`config.mk`:
```
export PLATFORM = sky130hd
export DESIGN_NAME = msi_irq_concentrator
export DESIGN_NICKNAME = d
export VERILOG_FILES = /design/src/rtl/irqc_pkg.sv /design/src/rtl/irqc_sync.sv /design/src/rtl/irqc_pending.sv /design/src/rtl/irqc_msg.sv /design/src/rtl/msi_irq_concentrator.sv
export SDC_FILE = /design/constraint.sdc
export NUM_CORES = 1
export LEC_CHECK = 0
export BUFFER_PORTS_ARGS = -buffer_cell sky130_fd_sc_hd__buf_2
export CAP_MARGIN = 10
export CORE_ASPECT_RATIO = 2
export CORE_MARGIN = 10
export CORE_UTILIZATION = 56
export DETAILED_ROUTE_END_ITERATION = 7
export GPL_TIMING_DRIVEN = 0
export HOLD_SLACK_MARGIN = 0.06
export PLACE_DENSITY = 0.86
export SLEW_MARGIN = 30
export SYNTH_ARGS = -nofsm -noshare
export SYNTH_HDL_FRONTEND = slang
export SYNTH_SLANG_ARGS = --single-unit
```
`constraint.sdc`:
```
create_clock -name clk -period 5.7 [get_ports clk]
set_clock_uncertainty 0.15 [all_clocks]
set_input_delay 0.855 -clock clk [delete_from_list [all_inputs] [get_ports clk]]
set_output_delay 0.855 -clock clk [all_outputs]
set_load 0.01 [all_outputs]
```
`src/rtl/irqc_pkg.sv`:
```
// Shared register offsets and decode for the interrupt concentrator.
// Assumes byte offsets on a 12-bit register port.
package irqc_pkg;
    localparam int unsigned CFG_AW = 12;
    localparam int unsigned CFG_DW = 32;

    localparam logic [CFG_AW-1:0] OFS_TARGET = 12'h004;
    localparam logic [CFG_AW-1:0] OFS_PEND_A = 12'h00C;
    localparam logic [CFG_AW-1:0] OFS_MASK   = 12'h018;
    localparam logic [CFG_AW-1:0] OFS_PEND_B = 12'h01C;
    localparam logic [CFG_AW-1:0] OFS_LEVEL  = 12'h028;

    typedef enum logic [2:0] {
        SEL_NONE,
        SEL_TARGET,
        SEL_PEND_A,
        SEL_MASK,
        SEL_PEND_B,
        SEL_LEVEL
    } reg_sel_e;

    // Map a byte offset to a register select.
    function automatic reg_sel_e decode_ofs(input logic [CFG_AW-1:0] ofs);
        case (ofs)
            OFS_TARGET: return SEL_TARGET;
            OFS_PEND_A: return SEL_PEND_A;
            OFS_MASK:   return SEL_MASK;
            OFS_PEND_B: return SEL_PEND_B;
            OFS_LEVEL:  return SEL_LEVEL;
            default:    return SEL_NONE;
        endcase
    endfunction
endpackage

```
`src/rtl/irqc_sync.sv`:
```
// Synchroniser and rising-edge detector for a vector of asynchronous lines.
// Assumes each line is held long enough to be seen by the first stage.
module irqc_sync #(
    parameter int unsigned N_IN   = 11,
    parameter int unsigned STAGES = 2
) (
    input  logic            clk,
    input  logic            rst_n,
    input  logic [N_IN-1:0] lines_async,
    output logic [N_IN-1:0] level,
    output logic [N_IN-1:0] rise
);
    logic [N_IN-1:0] chain [STAGES];
    logic [N_IN-1:0] prev_q;

    // Shift the raw lines through the synchroniser stages.
    always_ff @(posedge clk) begin
        if (!rst_n) begin
            for (int s = 0; s < STAGES; s++) chain[s] <= '0;
        end else begin
            chain[0] <= lines_async;
            for (int s = 1; s < STAGES; s++) chain[s] <= chain[s-1];
        end
    end

    // Remember the last synchronised value for edge detection.
    always_ff @(posedge clk) begin
        if (!rst_n) prev_q <= '0;
        else        prev_q <= chain[STAGES-1];
    end

    assign level = chain[STAGES-1];
    assign rise  = level & ~prev_q;
endmodule

```
`src/rtl/irqc_pending.sv`:
```
// Pending-bit store: sets on enabled rising edges, clears on read strobes.
// Assumes a set and a clear in the same cycle leave the bit set.
module irqc_pending #(
    parameter int unsigned N_IN = 11
) (
    input  logic            clk,
    input  logic            rst_n,
    input  logic [N_IN-1:0] rise,
    input  logic [N_IN-1:0] enable,
    input  logic [N_IN-1:0] clr_vec,
    output logic [N_IN-1:0] pending,
    output logic [N_IN-1:0] set_vec,
    output logic            new_evt
);
    logic [N_IN-1:0] pending_q;

    assign set_vec = rise & enable;
    assign new_evt = |set_vec;
    assign pending = pending_q;

    // Update pending bits; new edges win over a simultaneous clear.
    always_ff @(posedge clk) begin
        if (!rst_n) pending_q <= '0;
        else        pending_q <= (pending_q & ~clr_vec) | set_vec;
    end

    // a bit may only become pending if its line was enabled.
    assert_masked_no_set_R3: assert property (@(posedge clk) disable iff (!rst_n)
        ((pending_q & ~$past(pending_q) & ~$past(enable)) == '0));
endmodule

```
`src/rtl/irqc_msg.sv`:
```
// Message launcher: raises one write request per batch of new events.
// Assumes the target word is stable once armed; it is latched at launch.
module irqc_msg #(
    parameter int unsigned DATA_W = 5,
    parameter int unsigned WORD_W = 32
) (
    input  logic              clk,
    input  logic              rst_n,
    input  logic              armed,
    input  logic              new_evt,
    input  logic [WORD_W-1:0] target,
    output logic              msg_valid,
    input  logic              msg_ready,
    output logic [WORD_W-1:0] msg_addr,
    output logic [WORD_W-1:0] msg_data
);
    logic              valid_q;
    logic [WORD_W-1:0] word_q;
    logic              launch;

    assign launch = new_evt && armed && (!valid_q || msg_ready);

    // Track the outstanding request and latch the target word at launch.
    always_ff @(posedge clk) begin
        if (!rst_n) begin
            valid_q <= 1'b0;
            word_q  <= '0;
        end else if (launch) begin
            valid_q <= 1'b1;
            word_q  <= target;
        end else if (valid_q && msg_ready) begin
            valid_q <= 1'b0;
        end
    end

    assign msg_valid = valid_q;
    assign msg_addr  = {word_q[WORD_W-1:DATA_W], {DATA_W{1'b0}}};
    assign msg_data  = {{(WORD_W-DATA_W){1'b0}}, word_q[DATA_W-1:0]};

    // a waiting message holds its contents.
    assert_hold_R8: assert property (@(posedge clk) disable iff (!rst_n)
        (msg_valid && !msg_ready) |=> (msg_valid && $stable(msg_addr) && $stable(msg_data)));

    // no request while unarmed.
    assert_unarmed_R9: assert property (@(posedge clk) disable iff (!rst_n)
        !armed |-> !msg_valid);

    // a new event with nothing outstanding raises a request.
    assert_launch_R7: assert property (@(posedge clk) disable iff (!rst_n)
        (new_evt && armed && !msg_valid) |=> msg_valid);
endmodule

```
`src/rtl/msi_irq_concentrator.sv`:
```
// Top of the interrupt concentrator: register port, mask, target word and
// the composition of synchroniser, pending store and message launcher.
// Assumes one register access per cycle; a write takes priority over a read.
module msi_irq_concentrator
    import irqc_pkg::*;
#(
    parameter int unsigned     N_IN         = 11,
    parameter logic [N_IN-1:0] PRIMARY_MASK = 11'h5FF,
    parameter int unsigned     DATA_W       = 5,
    parameter int unsigned     SYNC_STAGES  = 2
) (
    input  logic              clk,
    input  logic              rst_n,
    input  logic [N_IN-1:0]   irq_lines,
    input  logic              cfg_wr,
    input  logic              cfg_rd,
    input  logic [CFG_AW-1:0] cfg_addr,
    input  logic [CFG_DW-1:0] cfg_wdata,
    output logic [CFG_DW-1:0] cfg_rdata,
    output logic              msg_valid,
    input  logic              msg_ready,
    output logic [CFG_DW-1:0] msg_addr,
    output logic [CFG_DW-1:0] msg_data
);
    localparam int unsigned PAD_W = CFG_DW - N_IN;

    reg_sel_e          sel;
    logic              rd_en, wr_en;
    logic              rd_pend_a, rd_pend_b;
    logic [N_IN-1:0]   level, rise, pending, set_vec, clr_vec;
    logic              new_evt;
    logic [N_IN-1:0]   mask_q;
    logic [CFG_DW-1:0] target_q;
    logic              armed_q;
    logic [CFG_DW-1:0] rdata_q;

    assign sel       = decode_ofs(cfg_addr);
    assign wr_en     = cfg_wr;
    assign rd_en     = cfg_rd && !cfg_wr;
    assign rd_pend_a = rd_en && (sel == SEL_PEND_A);
    assign rd_pend_b = rd_en && (sel == SEL_PEND_B);

    // Build the clear vector from clearing reads.
    always_comb begin
        clr_vec = '0;
        if (rd_pend_a) clr_vec = PRIMARY_MASK;
        if (rd_pend_b) clr_vec = '1;
    end

    irqc_sync #(.N_IN(N_IN), .STAGES(SYNC_STAGES)) i_sync (
        .clk(clk), .rst_n(rst_n), .lines_async(irq_lines),
        .level(level), .rise(rise)
    );

    irqc_pending #(.N_IN(N_IN)) i_pending (
        .clk(clk), .rst_n(rst_n), .rise(rise), .enable(mask_q),
        .clr_vec(clr_vec), .pending(pending), .set_vec(set_vec),
        .new_evt(new_evt)
    );

    irqc_msg #(.DATA_W(DATA_W), .WORD_W(CFG_DW)) i_msg (
        .clk(clk), .rst_n(rst_n), .armed(armed_q), .new_evt(new_evt),
        .target(target_q), .msg_valid(msg_valid), .msg_ready(msg_ready),
        .msg_addr(msg_addr), .msg_data(msg_data)
    );

    // Register writes: mask, target word and the arm flag.
    always_ff @(posedge clk) begin
        if (!rst_n) begin
            mask_q   <= '0;
            target_q <= '0;
            armed_q  <= 1'b0;
        end else if (wr_en) begin
            if (sel == SEL_MASK) mask_q <= cfg_wdata[N_IN-1:0];
            if (sel == SEL_TARGET) begin
                target_q <= cfg_wdata;
                armed_q  <= 1'b1;
            end
        end
    end

    // Registered read data from the state before this edge.
    always_ff @(posedge clk) begin
        if (!rst_n) begin
            rdata_q <= '0;
        end else if (rd_en) begin
            case (sel)
                SEL_TARGET: rdata_q <= target_q;
                SEL_PEND_A: rdata_q <= {{PAD_W{1'b0}}, pending & PRIMARY_MASK};
                SEL_MASK:   rdata_q <= {{PAD_W{1'b0}}, mask_q};
                SEL_PEND_B: rdata_q <= {{PAD_W{1'b0}}, pending};
                SEL_LEVEL:  rdata_q <= {{PAD_W{1'b0}}, level};
                default:    rdata_q <= '0;
            endcase
        end
    end

    assign cfg_rdata = rdata_q;

    // after a primary read, only freshly set bits of the subset remain.
    assert_pend_a_clear_R4: assert property (@(posedge clk) disable iff (!rst_n)
        rd_pend_a |=> ((pending & PRIMARY_MASK & ~$past(set_vec)) == '0));

    // after a secondary read, only freshly set bits remain.
    assert_pend_b_clear_R5: assert property (@(posedge clk) disable iff (!rst_n)
        rd_pend_b |=> ((pending & ~$past(set_vec)) == '0));
endmodule

```
==> metrics.txt, run 1 <==
setup bufs post-CTS=0; fin cells=973; fin util=71.3%; Synth top area share=50.9%; H-tree lvl count=4; Worst-Margin Slew=696 ps; #FFs+latches synth=153; Worst Hold Class=register to register; FILL cells=812; total track usage=21.4%; Distinct cells, synth=33; DIE WIDTH=93.3 um; Core Rows=53; top cells by area, synth=dfxtp_1 51%, nand2_1 10%, mux2i_1 7.2%, a22oi_1 5.1%, buf_4 4.4%; Post-synth EDFFs=0; area post-placement=6920 um2; via/cell ratio=5.28; register area share after synthesis=50.9%; pre-CTS setup slack=2900 ps; CTS root buf=clkbuf_16; Netlist Area Pre-Place=6020 um2; initial antenna violation count=1; final WL=16800 um; die height=167 um; Power per Cell Area=308 nW/um2; Max-Cap Viols=0; placed cells=942; asr flop ratio synth=0%; syn avg cell area=9.26 um2; final worst-path cycle share=42.3%; first-pass GRT wire length=26700 um; crit path DAT=2610 ps; Vias=5142; Final setup viols=0; Initial Util=57.1%; TNS Setup=0 ps; RD Place Congestion=0.894; CTS tree=done; gr ovfl total=0; peak supply drop=226 uV; worst-path fanout max=10; hold_buf cts=0; Nets=884; largest net degree at the start of global routing=17; Synth Area in XOR/XNOR=0%; DRC=0; complex-gate fraction of the synthesized area=13.3%; final instance area=7520 um2; final hold vios=0; core area=10500 um2; wire per inst=17.2 um; Mapped Cells=650; Die ar.=15500 um2; vias in the first global route=5435; Adder-Cell Fraction of Synth Area=0%; CTS Buf Count=17; nature of the critical path startpoint=primary input; clk slew on worst S/H paths=60 ps; worst-skew pair later-pin latency=420 ps; max_slew headroom=53.6%; min Tclk post-route=2410 ps; Post-Synth Simple-Gate Area=21.0%; synth warn=0; Fmax=415 MHz; crit path kind=primary input to register; HPWL after DPL=12600 um; clk buf depth=2; Ports=157; CTS sink count=153; RSZ-0062 raised after global routing=no; most frequent cells after synthesis=160 x nand2_1, 153 x dfxtp_1, 43 x mux2i_1; worst setup margin=3290 ps; most frequent cell after synthesis=nand2_1; DR iter-0 viols=303; CTS resizes=0; Slew Limit Fails=0; post-synthesis mux area share=7.15%; largest family of logic cells by synthesized area=simple AND/OR/NAND/NOR gates; Layout area overhead=25.0%; area leader, netlist=dfxtp_1; critical path capture point type=register; cell leakage power=3.10 nW; ANT nets after route=0; PortBufs=124; outcome=complete, no violations; layout cells sized above 1=23.8%; worst endpoint required time=5900 ps; Post-synth top flop=dfxtp_1; Pre-antenna DRT Iters=5
## final cells by class
cell class	count	area [um2]	area share, %
Tap cell	137	171	2.28
Sequential cell	153	3060	40.7
Clock buffer	20	447	5.94
Antenna cell	1	2.50	0.0333
Timing Repair Buffer	124	621	8.25
Inverter	2	7.51	0.0999
Multi-Input combinational cell	450	2620	34.8
Buffer	76	447	5.94
Clock inverter	10	145	1.93
## layer usage
metal / track usage, % / routed length, um / share of wire (%)
met5: 0 / 0 / 0
met3: 6.17 / 1170 / 7.0
met2: 38.7 / 8910 / 53
met1: 21.3 / 6150 / 37
met4: 10.5 / 543 / 3.2
## cells by family (layout without fill, tap and decap cells)
family	Yosys count	in the layout
AOI/OAI and AO/OA	114	114
buffers and inverters	78	232
DFF	153	153
muxes	43	43
other	1	33
and+or+nand+nor	261	261
## flip-flops by register name, indices dropped and copies added, names as in the netlist
name / cells
armed_q: 1
cfg_rdata: 32
i_msg.msg_valid: 1
i_msg.word_q: 32
i_pending.pending: 11
i_sync.chain: 22
i_sync.prev_q: 11
mask_q: 11
target_q: 32
## per-stage QoR
| stage | total power, mW | hold WS [ps] |
|---|---|---|
| 2_1_floorplan | 1.17 | 262 |
| 3_3_place_gp | 1.21 | 264 |
| 3_5_place_dp | 1.21 | 267 |
| 4_1_cts | 2.32 | 281 |
| 5_1_grt | 2.38 | 293 |
| 6_report | 2.32 | 278 |
## layout by cell type, fill, tap and decap left out, drive strengths merged, types with 2 or more instances in the layout
cell,n
nand4,3
o21ai,23
nand2,160
o31ai,2
clkinvlp,2
clkbuf,52
a21boi,44
nand3,2
dfxtp,153
nand3b,11
nor2b,36
inv,3
buf,168
bufinv,3
and2,35
nor2,2
nand2b,2
conb,32
a22oi,41
or4,2
clkinv,4
mux2i,43
nor3,3
a32oi,2
## path summary, 6_finish.rpt
check / startpoint / endpoint / slack [ps] / cells after the start
worst min register to register: i_sync.chain[0][2] / i_sync.chain[0][13] / 280 / 1
worst min-delay path: i_sync.chain[0][2] / i_sync.chain[0][13] / 280 / 1
worst max-delay path: cfg_addr[7] / cfg_rdata[11] / 3290 / 6
worst max register to register: mask_q[3] / i_msg.word_q[25] / 3620 / 7
## critical path, cell delays in order
cell and delay (ps):
buf_2 90, or4_1 630, nor4_2 510, buf_4 280, a22oi_1 100, nor2b_1 140
## power by group
| group | switching (mW) | internal [mW] | leakage (nW) |
|---|---|---|---|
| Clock | 0.430 | 0.697 | 0.283 |
| Combinational | 0.0590 | 0.0474 | 1.58 |
| Sequential | 0.00352 | 1.08 | 1.24 |
(Power assumes the default switching activity.)
==> inputs of run 2 (changes only) <==
--- a/config.mk
+++ b/config.mk
@@ -9,11 +9,11 @@
 export CAP_MARGIN = 10
 export CORE_ASPECT_RATIO = 2
 export CORE_MARGIN = 10
-export CORE_UTILIZATION = 56
+export CORE_UTILIZATION = 47
 export DETAILED_ROUTE_END_ITERATION = 7
 export GPL_TIMING_DRIVEN = 0
 export HOLD_SLACK_MARGIN = 0.06
-export PLACE_DENSITY = 0.86
+export PLACE_DENSITY = 0.77
 export SLEW_MARGIN = 30
 export SYNTH_ARGS = -nofsm -noshare
 export SYNTH_HDL_FRONTEND = slang
==> constraint.sdc (replaced) <==
create_clock -name clk -period 2.1 [get_ports clk]
set_clock_uncertainty 0.15 [all_clocks]
set_input_delay 0.315 -clock clk [delete_from_list [all_inputs] [get_ports clk]]
set_output_delay 0.315 -clock clk [all_outputs]
set_load 0.01 [all_outputs]
==> run 2 against run 1 <==
Net effect:
- first-iteration DRC count decreased by 33%
- clock power rose to 2.8 times the previous value
- combinational power grew to 3.3 times the previous value
- critical path type is now register to register
- core utilization fell by 7.5 points
- worst setup slack worse by 3100 ps
- cell count rose by 6.0%
- non-clock buffer count up 43
==> metrics.txt, run 2 (synthesis gave the netlist of run 1 again) <==
Initial Util=47.9%; Core Rows=58; worst-path fanout max=10; Die ar.=18000 um2; R2R depth=7; initial antenna violation count=1; Worst Hold Class=primary input to register; CTS tree=done; critical-path cell list=nand3b_1 -> nand4_1 -> o31ai_1 -> nor2b_1 -> clkbuf_2 -> clkbuf_4 -> mux2i_1; Pre-antenna DRT Iters=5; ANT nets after route=0; CTS root buf=clkbuf_16; first-pass GRT wire length=26700 um; worst setup margin=152 ps; Slew Limit Fails=0; CP peak stage delay=380 ps; total track usage=18.3%; commonest non-fill, non-tap cell in the layout=nand2_1; worst-skew pair later-pin latency=420 ps; vias in the first global route=5337; DRC=0; CTS Buf Count=17; CTS sink count=153; FILL cells=1075; final WL=16700 um; final hold vios=0; final worst-path cycle share=92.7%; largest net degree at the start of global routing=17; Hold Path Sink=i_msg.msg_valid; outcome=complete, no violations; Final setup viols=0; Max-Cap Viols=0; Ports=157; DR iter-0 viols=204; Layout area overhead=33.2%; worst endpoint required time=2240 ps; crit path DAT=2090 ps; max_slew headroom=56.2%; pre-CTS setup slack=-137 ps; HPWL after DPL=12500 um; Power per Cell Area=812 nW/um2; Total Power=6.50 mW; RSZ-0062 raised after global routing=no; wire per inst=16.2 um; layout cells sized above 1=23.0%; nature of the critical path startpoint=register; PortBufs=124; DIE WIDTH=100 um; RD Place Congestion=0.897; reg2reg start=mask_q[6]; core area=12600 um2; Worst-Margin Slew=658 ps; gr ovfl total=0; Vias=5147; peak supply drop=606 uV; setup bufs post-CTS=0; worst hold start=msg_ready; fin util=63.8%; die height=180 um; clk slew on worst S/H paths=60 ps; Reg2Reg Capture Point=i_msg.word_q[25]; H-tree lvl count=4; hold path cells=3; min Tclk post-route=1950 ps; clk buf depth=2; Slowest cell on crit path=o31ai_1; commonest cells after routing, fill and taps aside=160 x nand2_1, 153 x dfxtp_1, 127 x buf_2; cell leakage power=3.29 nW; crit path kind=register to register; via/cell ratio=4.99; Fmax=513 MHz; critical path capture point type=register; Nets=927; R2R Setup Slk=150 ps
## run 2: cell count changes in the layout (fill, tap and decap cells not counted), sizes merged
cell,previous run,this run
clkinvlp,2,3
buf,168,166
clkbuf,52,53
dlygate4sd3,0,43
inv,3,4
bufinv,3,4
## run 2: how the worst max path moves through the flow
stage                     slack [ps]         from  cells past startpoint                to
after floorplan                  210  cfg_addr[7]                      6        mask_q[10]
after CTS                          3    mask_q[6]                      7  i_msg.word_q[18]
final                            150    mask_q[6]                      7  i_msg.word_q[25]
after global placement          -100  cfg_addr[7]                      7         mask_q[5]
after global routing              40    mask_q[1]                      7  i_msg.word_q[25]
after detailed placement        -140  cfg_addr[7]                      7       target_q[2]
## run 2: area by class of cell
class,count,area [um2],area share [%]
Sequential cell,153,3060,38.2
Multi-Input combinational cell,450,2620,32.6
Timing Repair Buffer,167,1050,13.1
Buffer,76,455,5.69
Clock buffer,19,433,5.40
Clock inverter,13,195,2.44
Tap cell,150,188,2.34
Inverter,2,7.51,0.0937
Antenna cell,1,2.50,0.0312
## run 2: report_power, final
part	leakage, nW	internal (mW)	switching (mW)
combinational	1.76	0.181	0.168
sequential	1.24	2.93	0.00948
clock	0.294	2.00	1.21
## run 2: through the flow
stage | hold slack [ps] | area (um2) | cells | setup TNS, ps
2_1_floorplan | 262 | 6130 | 681 | 0
5_1_grt | 109 | 8010 | 1031 | 0
4_1_cts | 60.2 | 8000 | 1030 | 0
3_5_place_dp | 269 | 6940 | 955 | -5810
6_report | 56.8 | 8010 | 1031 | 0
3_3_place_gp | 266 | 6940 | 955 | -4720
## run 2: layer usage
| layer | vias to the layer above | track usage [%] | wire length (um) |
|---|---|---|---|
| met5 | - | 0 | 0 |
| met4 | 0 | 8.75 | 514 |
| met3 | 30 | 5.30 | 1220 |
| met2 | 196 | 32.6 | 8720 |
| met1 | 2377 | 18.6 | 6260 |
| li1 | 2544 | - | - |
## run 2: timing repair
item / in CTS / in global routing
resized for setup: 0 / 6
hold buffers: 43 / 0
endpoints found under the hold margin: 52 / 0
setup endpoints to repair: 0 / 30
## run 2: worst max-delay path: cells and delay by family, from the launching register on
kind,cells,cell delay (ps)
AOI/OAI and AO/OA,1,380
muxes,1,160
and+or+nand+nor,3,360
buffers and inverters,2,430
DFF,1,340
==> inputs of run 3 (changes only) <==
--- a/config.mk
+++ b/config.mk
@@ -5,6 +5,7 @@
 export SDC_FILE = /design/constraint.sdc
 export NUM_CORES = 1
 export LEC_CHECK = 0
+export ABC_CLOCK_PERIOD_IN_PS = 2100
 export BUFFER_PORTS_ARGS = -buffer_cell sky130_fd_sc_hd__buf_2
 export CAP_MARGIN = 10
 export CORE_ASPECT_RATIO = 2
@@ -14,6 +15,7 @@
 export GPL_TIMING_DRIVEN = 0
 export HOLD_SLACK_MARGIN = 0.06
 export PLACE_DENSITY = 0.77
+export SETUP_SLACK_MARGIN = 0.2
 export SLEW_MARGIN = 30
 export SYNTH_ARGS = -nofsm -noshare
 export SYNTH_HDL_FRONTEND = slang
==> run 3 against run 2 <==
Net effect:
- clock power about the same
- design area up 0.25%
- sequential power about the same
- worst setup slack better by 74 ps
- cell count unchanged
- power about the same
- register-to-register slack better by 170 ps
- via count down 0.31%
- combinational power about the same
- count of clock-buffer cells in the layout unchanged
- critical endpoint is now cfg_rdata[20]
- highest routed layer unchanged
==> metrics.txt, run 3 (synthesis gave the netlist of run 1 again) <==
CTS sink count=153; Ports=157; vias in the first global route=5346; Slowest cell on crit path=or4_1; R2R depth=7; Layout area overhead=33.5%; commonest non-fill, non-tap cell in the layout=nand2_1; PortBufs=124; gr ovfl total=0; CP startpoint=cfg_addr[7]; Core Rows=58; fin cells=1031; crit path kind=primary input to register; pre-CTS setup slack=-137 ps; Hold Path Sink=i_msg.msg_valid; commonest cells after routing, fill and taps aside=160 x nand2_1, 153 x dfxtp_1, 127 x buf_2; DRC=0; TNS Setup=0 ps; HPWL after DPL=12500 um; worst setup margin=226 ps; CTS root buf=clkbuf_16; Pre-antenna DRT Iters=6; Worst-Margin Slew=646 ps; nature of the critical path startpoint=primary input; DR iter-0 viols=218; final hold vios=0; setup bufs post-CTS=0; total track usage=18.3%; worst hold start=msg_ready; clk buf depth=2; wire per inst=16.2 um; Nets=927; layout cells sized above 1=23.2%; crit-path leading delay family=simple AND/OR/NAND/NOR gates; largest net degree at the start of global routing=17; critical-path cell list=buf_2 -> or4_1 -> nor4_2 -> buf_4 -> a22oi_1 -> nor2b_1; crit path DAT=2060 ps; WP buf/inv=2; Fmax=534 MHz; Vias=5131; CTS tree=done; initial antenna violation count=1; cell leakage power=3.30 nW; Slew Limit Fails=0; Max-Cap Viols=0; max_slew headroom=56.9%; R2R Setup Slk=320 ps; Die ar.=18000 um2; core area=12600 um2; Reg2Reg Capture Point=i_msg.word_q[25]; H-tree lvl count=4; Total Power=6.50 mW; RD Place Congestion=0.897; outcome=complete, no violations; worst endpoint required time=2290 ps; hold path cells=3; first-pass GRT wire length=26800 um; Worst Hold Class=primary input to register; placed cells=955; CP peak stage delay=630 ps; CTS Buf Count=17; Initial Util=47.9%; via/cell ratio=4.98; clk slew on worst S/H paths=60 ps; Fin Hold WS=60.2 ps; critical path capture point type=register; Final setup viols=0; final worst-path cycle share=89.2%; Power per Cell Area=809 nW/um2; ANT nets after route=0; final WL=16700 um; die height=180 um; worst-path fanout max=10; DIE WIDTH=100 um; min Tclk post-route=1870 ps; worst-skew pair later-pin latency=410 ps; peak supply drop=620 uV; reg2reg start=mask_q[4]; RSZ-0062 raised after global routing=yes
[run 3: worst max-delay path by stage]
| stage | endpoint | slack [ps] | depth (start not counted) |
|---|---|---|---|
| floorplan | mask_q[10] | 210 | 6 |
| global placement | mask_q[5] | -100 | 7 |
| detailed placement | target_q[2] | -140 | 7 |
| CTS | i_msg.word_q[18] | 210 | 7 |
| global route | cfg_rdata[20] | 180 | 6 |
| finish | cfg_rdata[20] | 230 | 6 |
[run 3: cell type report]
type | count | area (um2)
Fill cell | 1070 | 4520
Sequential cell | 153 | 3060
Multi-Input combinational cell | 450 | 2620
Timing Repair Buffer | 167 | 1050
Buffer | 76 | 470
Clock buffer | 19 | 433
Clock inverter | 13 | 195
Tap cell | 150 | 188
Inverter | 2 | 7.51
Antenna cell | 1 | 2.50
[run 3: routing by layer]
| layer | global-route usage (%) | up-vias | routed length (um) |
|---|---|---|---|
| met5 | 0 | - | 0 |
| met4 | 8.86 | 0 | 510 |
| met3 | 5.30 | 31 | 1190 |
| met2 | 32.6 | 187 | 8710 |
| met1 | 18.6 | 2374 | 6290 |
| li1 | - | 2539 | - |
[run 3: power breakdown]
group          leakage [nW]  internal (mW)  switching (mW)
Clock                 0.294           2.00            1.21
Combinational          1.76          0.181           0.168
Sequential             1.24           2.93         0.00956
Total                  3.30           5.11            1.39
[run 3: metrics by stage]
stage	utilization (%)	cell area [um2]
2_1_floorplan	-	6130
3_3_place_gp	55.3	6940
3_5_place_dp	55.3	6940
4_1_cts	63.8	8010
5_1_grt	64.0	8030
6_report	64.0	8030
[run 3: repair_timing]
item                                   in CTS  in global routing
hold buffers                               43                  0
pin swaps                                   0                  1
gates resized for setup                     5                  7
endpoints found under the hold margin      52                  0
setup endpoints to repair                  30                 36
[run 3: worst min-delay path, stage by stage]
cell and delay, ps:
buf_2 70, nand2b_1 100, a21boi_0 80
